`config.mk`:
```
export PLATFORM = sky130hd
export DESIGN_NAME = scanline_nmi_gen
export DESIGN_NICKNAME = d
export VERILOG_FILES = /design/src/rtl/scanline_nmi_pkg.sv /design/src/rtl/nmi_enable_reg.sv /design/src/rtl/nmi_trigger.sv /design/src/rtl/nmi_pulse.sv /design/src/rtl/nmi_status.sv /design/src/rtl/scanline_nmi_gen.sv
export SDC_FILE = /design/constraint.sdc
export NUM_CORES = 1
export LEC_CHECK = 0
export BUFFER_PORTS_ARGS = -buffer_cell sky130_fd_sc_hd__buf_2
export CORE_AREA = 3 3 40 42
export CTS_CLUSTER_DIAMETER = 100
export CTS_CLUSTER_SIZE = 30
export DETAILED_ROUTE_END_ITERATION = 16
export DIE_AREA = 0 0 43 45
export GPL_TIMING_DRIVEN = 1
export PLACE_DENSITY_LB_ADDON = 0.25
export REMOVE_ABC_BUFFERS = 1
export SYNTH_ARGS = -nofsm -noshare
export SYNTH_HDL_FRONTEND = slang
export SYNTH_SLANG_ARGS = --single-unit
```
`constraint.sdc`:
```
create_clock -name clk -period 0.8 [get_ports clk]
set_input_delay 0.08 -clock clk [delete_from_list [all_inputs] [get_ports clk]]
set_output_delay 0.08 -clock clk [all_outputs]
set_load 0.01 [all_outputs]
```
`src/rtl/scanline_nmi_pkg.sv`:
```
// Shared encodings for the scanline interrupt generator.
// Assumes: status and enable bytes are 8 bits wide.
package scanline_nmi_pkg;
    localparam int DATA_W        = 8;
    localparam int EN_LINE_BIT   = 7;  // enable bit inside the enable byte
    localparam int STAT_LINE_BIT = 7;  // scanline cause bit in the status byte
    localparam int STAT_FRAME_BIT = 6; // frame-start cause, driven by another block

    typedef enum logic {
        ADDR_ENABLE = 1'b0,
        ADDR_CLEAR  = 1'b1
    } wr_addr_e;
endpackage

```
`src/rtl/nmi_enable_reg.sv`:
```
// Holds the CPU-written interrupt enable bit and a one-cycle "late arm" flag.
// The late flag is raised when enable goes 0->1 by a write in the decision
// cycle (TRIGGER_CYCLE-1), so the trigger may fire one cycle later instead.
// Assumes: one write per cycle at most; h_pos advances by one per clock.
module nmi_enable_reg #(
    parameter int H_WIDTH       = 8,
    parameter int TRIGGER_CYCLE = 8
) (
    input  logic               clk,
    input  logic               rst_n,
    input  logic [H_WIDTH-1:0] h_pos,
    input  logic               wr_en,
    input  logic               wr_data,
    output logic               en_q,
    output logic               late_q
);
    localparam logic [H_WIDTH-1:0] H_ARM = H_WIDTH'(TRIGGER_CYCLE - 1);

    // Enable register: loads the written bit.
    always_ff @(posedge clk) begin
        if (!rst_n)     en_q <= 1'b0;
        else if (wr_en) en_q <= wr_data;
    end

    // Late arm: marks an enable that arrived exactly at the decision cycle.
    always_ff @(posedge clk) begin
        if (!rst_n) late_q <= 1'b0;
        else        late_q <= wr_en && wr_data && !en_q && (h_pos == H_ARM);
    end
endmodule

```
`src/rtl/nmi_trigger.sv`:
```
// Decides, for the coming clock edge, whether a strobe must start.
// Normal arm at TRIGGER_CYCLE-1 uses the enable value held before any write
// in that cycle; the late arm fires at TRIGGER_CYCLE. Only these two cycles
// can fire, so a line yields at most one strobe.
// Assumes: TRIGGER_CYCLE >= 1 and fits in H_WIDTH bits.
module nmi_trigger #(
    parameter int H_WIDTH       = 8,
    parameter int TRIGGER_CYCLE = 8
) (
    input  logic [H_WIDTH-1:0] h_pos,
    input  logic               req,
    input  logic               en_q,
    input  logic               late_q,
    output logic               fire
);
    localparam logic [H_WIDTH-1:0] H_ARM  = H_WIDTH'(TRIGGER_CYCLE - 1);
    localparam logic [H_WIDTH-1:0] H_LATE = H_WIDTH'(TRIGGER_CYCLE);

    // Fire decision: on-time or one-cycle-late arm, gated by the request.
    always_comb begin
        fire = req && (((h_pos == H_ARM) && en_q) || ((h_pos == H_LATE) && late_q));
    end
endmodule

```
`src/rtl/nmi_pulse.sv`:
```
// Shapes the active-low strobe: low for exactly PULSE_CYCLES cycles after a
// fire edge, then released without any acknowledge.
// Assumes: fires are at least PULSE_CYCLES apart (one per scanline).
module nmi_pulse #(
    parameter int PULSE_CYCLES = 2
) (
    input  logic clk,
    input  logic rst_n,
    input  logic fire,
    output logic nmi_n
);
    generate
        if (PULSE_CYCLES == 1) begin : g_single
            logic low_q;
            // Single-cycle strobe: one flop.
            always_ff @(posedge clk) begin
                if (!rst_n) low_q <= 1'b0;
                else        low_q <= fire;
            end
            assign nmi_n = !low_q;
        end else begin : g_count
            localparam int CW = $clog2(PULSE_CYCLES + 1);
            logic [CW-1:0] left_q;
            // Down-counter of remaining low cycles.
            always_ff @(posedge clk) begin
                if (!rst_n)              left_q <= '0;
                else if (fire)           left_q <= CW'(PULSE_CYCLES);
                else if (left_q != '0)   left_q <= left_q - 1'b1;
            end
            assign nmi_n = (left_q == '0);
        end
    endgenerate
endmodule

```
`src/rtl/nmi_status.sv`:
```
// Cause flag for the scanline source. Set by a fire, cleared by a write to
// the clear address; a coincident fire wins over the clear.
module nmi_status (
    input  logic clk,
    input  logic rst_n,
    input  logic fire,
    input  logic clr,
    output logic flag_q
);
    // Cause latch with set priority.
    always_ff @(posedge clk) begin
        if (!rst_n)    flag_q <= 1'b0;
        else if (fire) flag_q <= 1'b1;
        else if (clr)  flag_q <= 1'b0;
    end
endmodule

```
`src/rtl/scanline_nmi_gen.sv`:
```
// Top: scanline interrupt strobe generator. Ties enable register, trigger,
// pulse shaper and status flag together and decodes the CPU write port.
// Assumes: h_pos counts one per clock and wraps at the line end.
module scanline_nmi_gen
    import scanline_nmi_pkg::*;
#(
    parameter int H_WIDTH       = 8,
    parameter int TRIGGER_CYCLE = 8,
    parameter int PULSE_CYCLES  = 2
) (
    input  logic               clk,
    input  logic               rst_n,
    input  logic [H_WIDTH-1:0] h_pos,
    input  logic               line_irq_req,
    input  logic               cpu_wr,
    input  logic               cpu_addr,
    input  logic [DATA_W-1:0]  cpu_wdata,
    output logic               nmi_n,
    output logic [DATA_W-1:0]  irq_status
);
    logic wr_enable, wr_clear;
    logic en_q, late_q, fire, flag_q;
    logic unused_wdata;

    // Write decode.
    always_comb begin
        wr_enable = cpu_wr && (wr_addr_e'(cpu_addr) == ADDR_ENABLE);
        wr_clear  = cpu_wr && (wr_addr_e'(cpu_addr) == ADDR_CLEAR);
    end

    assign unused_wdata = ^{cpu_wdata[EN_LINE_BIT-1:0]};

    nmi_enable_reg #(.H_WIDTH(H_WIDTH), .TRIGGER_CYCLE(TRIGGER_CYCLE)) u_en (
        .clk(clk), .rst_n(rst_n), .h_pos(h_pos), .wr_en(wr_enable),
        .wr_data(cpu_wdata[EN_LINE_BIT]), .en_q(en_q), .late_q(late_q)
    );

    nmi_trigger #(.H_WIDTH(H_WIDTH), .TRIGGER_CYCLE(TRIGGER_CYCLE)) u_trig (
        .h_pos(h_pos), .req(line_irq_req), .en_q(en_q), .late_q(late_q), .fire(fire)
    );

    nmi_pulse #(.PULSE_CYCLES(PULSE_CYCLES)) u_pulse (
        .clk(clk), .rst_n(rst_n), .fire(fire), .nmi_n(nmi_n)
    );

    nmi_status u_stat (
        .clk(clk), .rst_n(rst_n), .fire(fire), .clr(wr_clear), .flag_q(flag_q)
    );

    // Status byte assembly: only the scanline cause is driven here.
    always_comb begin
        irq_status = '0;
        irq_status[STAT_LINE_BIT]  = flag_q;
        irq_status[STAT_FRAME_BIT] = 1'b0;
    end
endmodule

```
==> summary.md <==
| Metric | Value |
|---|---|
| Failing checks | `negative setup slack` |
| Xor/xnor cell area share of the yosys netlist | `0` |
| Core ar. | `1280 um^2` |
| First-pass GRT wire length | `910 um` |
| Largest family of logic cells by synthesized area | `simple AND/OR/NAND/NOR gates` |
| R2R setup slack | `0.06 ns` |
| GR Overflow Total | `0` |
| CTS root buf | `clkbuf_4` |
| FF-to-FF End | `u_pulse.g_count.left_q[1]` |
| DR iter-0 viols | `4` |
| Hold Worst Slack | `0.110 ns` |
| Reg area | `104 um^2` |
| # rows | `13` |
| Total track usage | `0.0641` |
| Unrepaired setup endpoints after global routing | `true` |
| Die Height | `45 um` |
| DRT Wirelength | `580 um` |
| CTS buffer count | `3` |
| Critical path class | `register to primary output` |
| Synthesis-stage register bit count | `5` |
| Vias in the first global route | `247` |
| Element type at the critical path end | `primary output` |
| Maxcap violations | `0` |
| HP Start | `cpu_wdata[7]` |
| Unique masters post-synth | `17` |
| Die Width | `43 um` |
| Critical R2R Launch | `u_en.en_q` |
| CTS H-tree depth | `1` |
| Clk buf depth | `2` |
| Max Fclk | `1200 MHz` |
| Peak supply drop | `0.453 mV` |
| Post-Synth Simple-Gate Area | `0.333` |
| Clock Pin Slew Worst Setup and Hold Paths | `0.05 ns` |
| Share of cells above drive strength 1 | `0.491` |
| Pins Over Slew Limit | `0` |
| Final setup slack of the worst path | `-0.0327 ns` |
| CP required | `0.72 ns` |
| Synth Instances | `35` |
| Largest net degree at the start of global routing | `7` |
| Hold_buf cts | `0` |
| Multi-input gate area | `174 um^2` |
| Vias/cell | `4.00` |
| Clock Sinks | `5` |
| Final worst path period need | `0.833 ns` |
| CTS tree | `built` |
| Post-Synth Adder-Cell Area | `0` |
| Router iterations before antenna repair | `4` |
| Via count | `280` |
| Initial antenna violation count | `0` |
| Syn Area/Cell | `8.90 um^2` |
| Outcome | `finished, violations left` |
| Pre-CTS setup slack | `-0.0869 ns` |
| Initial core utilization | `0.242` |
| Mapped Area | `312 um^2` |
| Area share of the largest cell type after synthesis | `0.321` |
| Area grow syn2layout | `34.9%` |
| HP Class | `input pin to register` |
| Fin crit share | `1.04` |
| Placed wire-length estimate | `495 um` |
| Layout filler cell count | `144` |
| Pwr Density | `1500 nW/um^2` |
| Multiplexer share of the synthesized area | `0.0321` |
| Crit path DAT | `0.75 ns` |
| Antenna diodes | `0` |
| Core Util, Final | `0.327` |
| Clock Skews | `0.00638 ns` |
| Non-filler cells, final | `70` |
| DP Cell Count | `64` |
| Critical path fanouts, max | `2` |
| Final hold violation count | `0` |
| Compound-Gate Fraction of Synth Area | `0.108` |
| Seq/Total Area, Yosys | `0.321` |
| Startpoint Class | `register` |
| Final #Nets | `77` |
| Hold Path Depth | `3` |
| Final setup vio count | `1` |
| Die area | `1940 um^2` |
| Top post-synthesis cells by area | `dfxtp_1 (32%), buf_4 (19%), nor4_4 (6.8%)` |
| Synthesis Warnings | `0` |
| Ports | `30` |
| Final Wtd Congestion | `0.627` |
| R2r worst-path depth | `2` |
| Wirelength per Cell | `8.29 um` |
| P_leak | `0.197 nW` |
| Area leader, netlist | `dfxtp_1` |
| Remaining antenna violation count | `0` |
| Worst Hold Endpoint | `u_en.late_q` |
| DRC | `0` |
| PortBufs | `15` |
| Latest clock arrival within the worst-skew pair | `0.24 ns` |
-- cell type report --
class	count	area share
tap	15	0.0446
sequential	5	0.247
clock buffer	4	0.0625
timing repair buffer	18	0.232
multi-input combinational	28	0.414
-- what timing repair did --
action / CTS / global route
endpoints found under the setup margin: 1 / 5
buffers inserted: 2 / 0
pin swaps: 1 / 5
gates resized for setup: 2 / 1
cloned: 0 / 0
-- cells in the mapped netlist (all sizes together) --
cell type / instances
buf: 8
dfxtp: 5
nand2: 4
nand3: 3
nor2: 2
nor3: 2
o21ai: 2
a32oi: 1
and4b: 1
conb: 1
mux2i: 1
nand2b: 1
nand3b: 1
nor2b: 1
nor4: 1
o21a: 1
-- where the power goes --
group,switching [W],leakage [nW],total (W),internal (W)
Sequential,0.00000190,0.0419,0.000254,0.000252
Combinational,0.0000463,0.140,0.0000840,0.0000377
Clock,0.000104,0.0150,0.000292,0.000189
-- how the worst max path moves through the flow --
stage,cells past startpoint,to,startpoint,slack (ns)
CTS,2,nmi_n,u_pulse.g_count.left_q[0],-0.04
finish,2,nmi_n,u_pulse.g_count.left_q[1],-0.03
detailed placement,4,u_pulse.g_count.left_q[0],h_pos[5],-0.09
floorplan,3,u_pulse.g_count.left_q[0],h_pos[1],0.08
global route,2,nmi_n,u_pulse.g_count.left_q[1],-0.08
global placement,4,u_pulse.g_count.left_q[0],h_pos[1],-0.08
-- worst max-delay path, stage by stage, from the launching register on --
cell,delay [ns]
dfxtp_2,0.31
nor2_1,0.08
buf_2,0.13
-- cells in the final DEF (no fill, tap or decap), types with 2 or more instances in the layout --
cell type and instances:
buf_4 3, nand2_1 4, buf_2 15, nand3_1 3, clkbuf_4 3, dfxtp_2 3
nor2_1 2, conb_1 7, dfxtp_1 2, o21ai_1 2
-- per-layer routing --
layer  routed length (um)  global-route usage
met4                    0              0.0542
met1                  213              0.0651
met2                  300               0.111
met3                   67              0.0159
met5                    0                   0
-- state kept, by name, indices dropped and copies added (netlist names) --
signal and count:
u_pulse.g_count.left_q 2, u_en.en_q 1, u_en.late_q 1, u_stat.flag_q 1
-- stage by stage --
| stage | TNS (ns) | area (um^2) | power (W) |
|---|---|---|---|
| 6_report | -0.0327 | 420 | 0.000630 |
| 5_1_grt | -0.0783 | 420 | 0.000671 |
| 4_1_cts | -0.0443 | 419 | 0.000638 |
| 3_5_place_dp | -0.217 | 375 | 0.000342 |
| 3_3_place_gp | -0.197 | 375 | 0.000342 |
| 2_1_floorplan | 0 | 274 | 0.000293 |
-- kinds of logic (layout without fill, tap and decap cells) --
family | Yosys count | after routing
mux | 1 | 1
flops | 5 | 5
compound gates | 4 | 4
simple gates | 16 | 16
other cells | 1 | 7
buf+inv | 8 | 22
(Power assumes the default switching activity.)
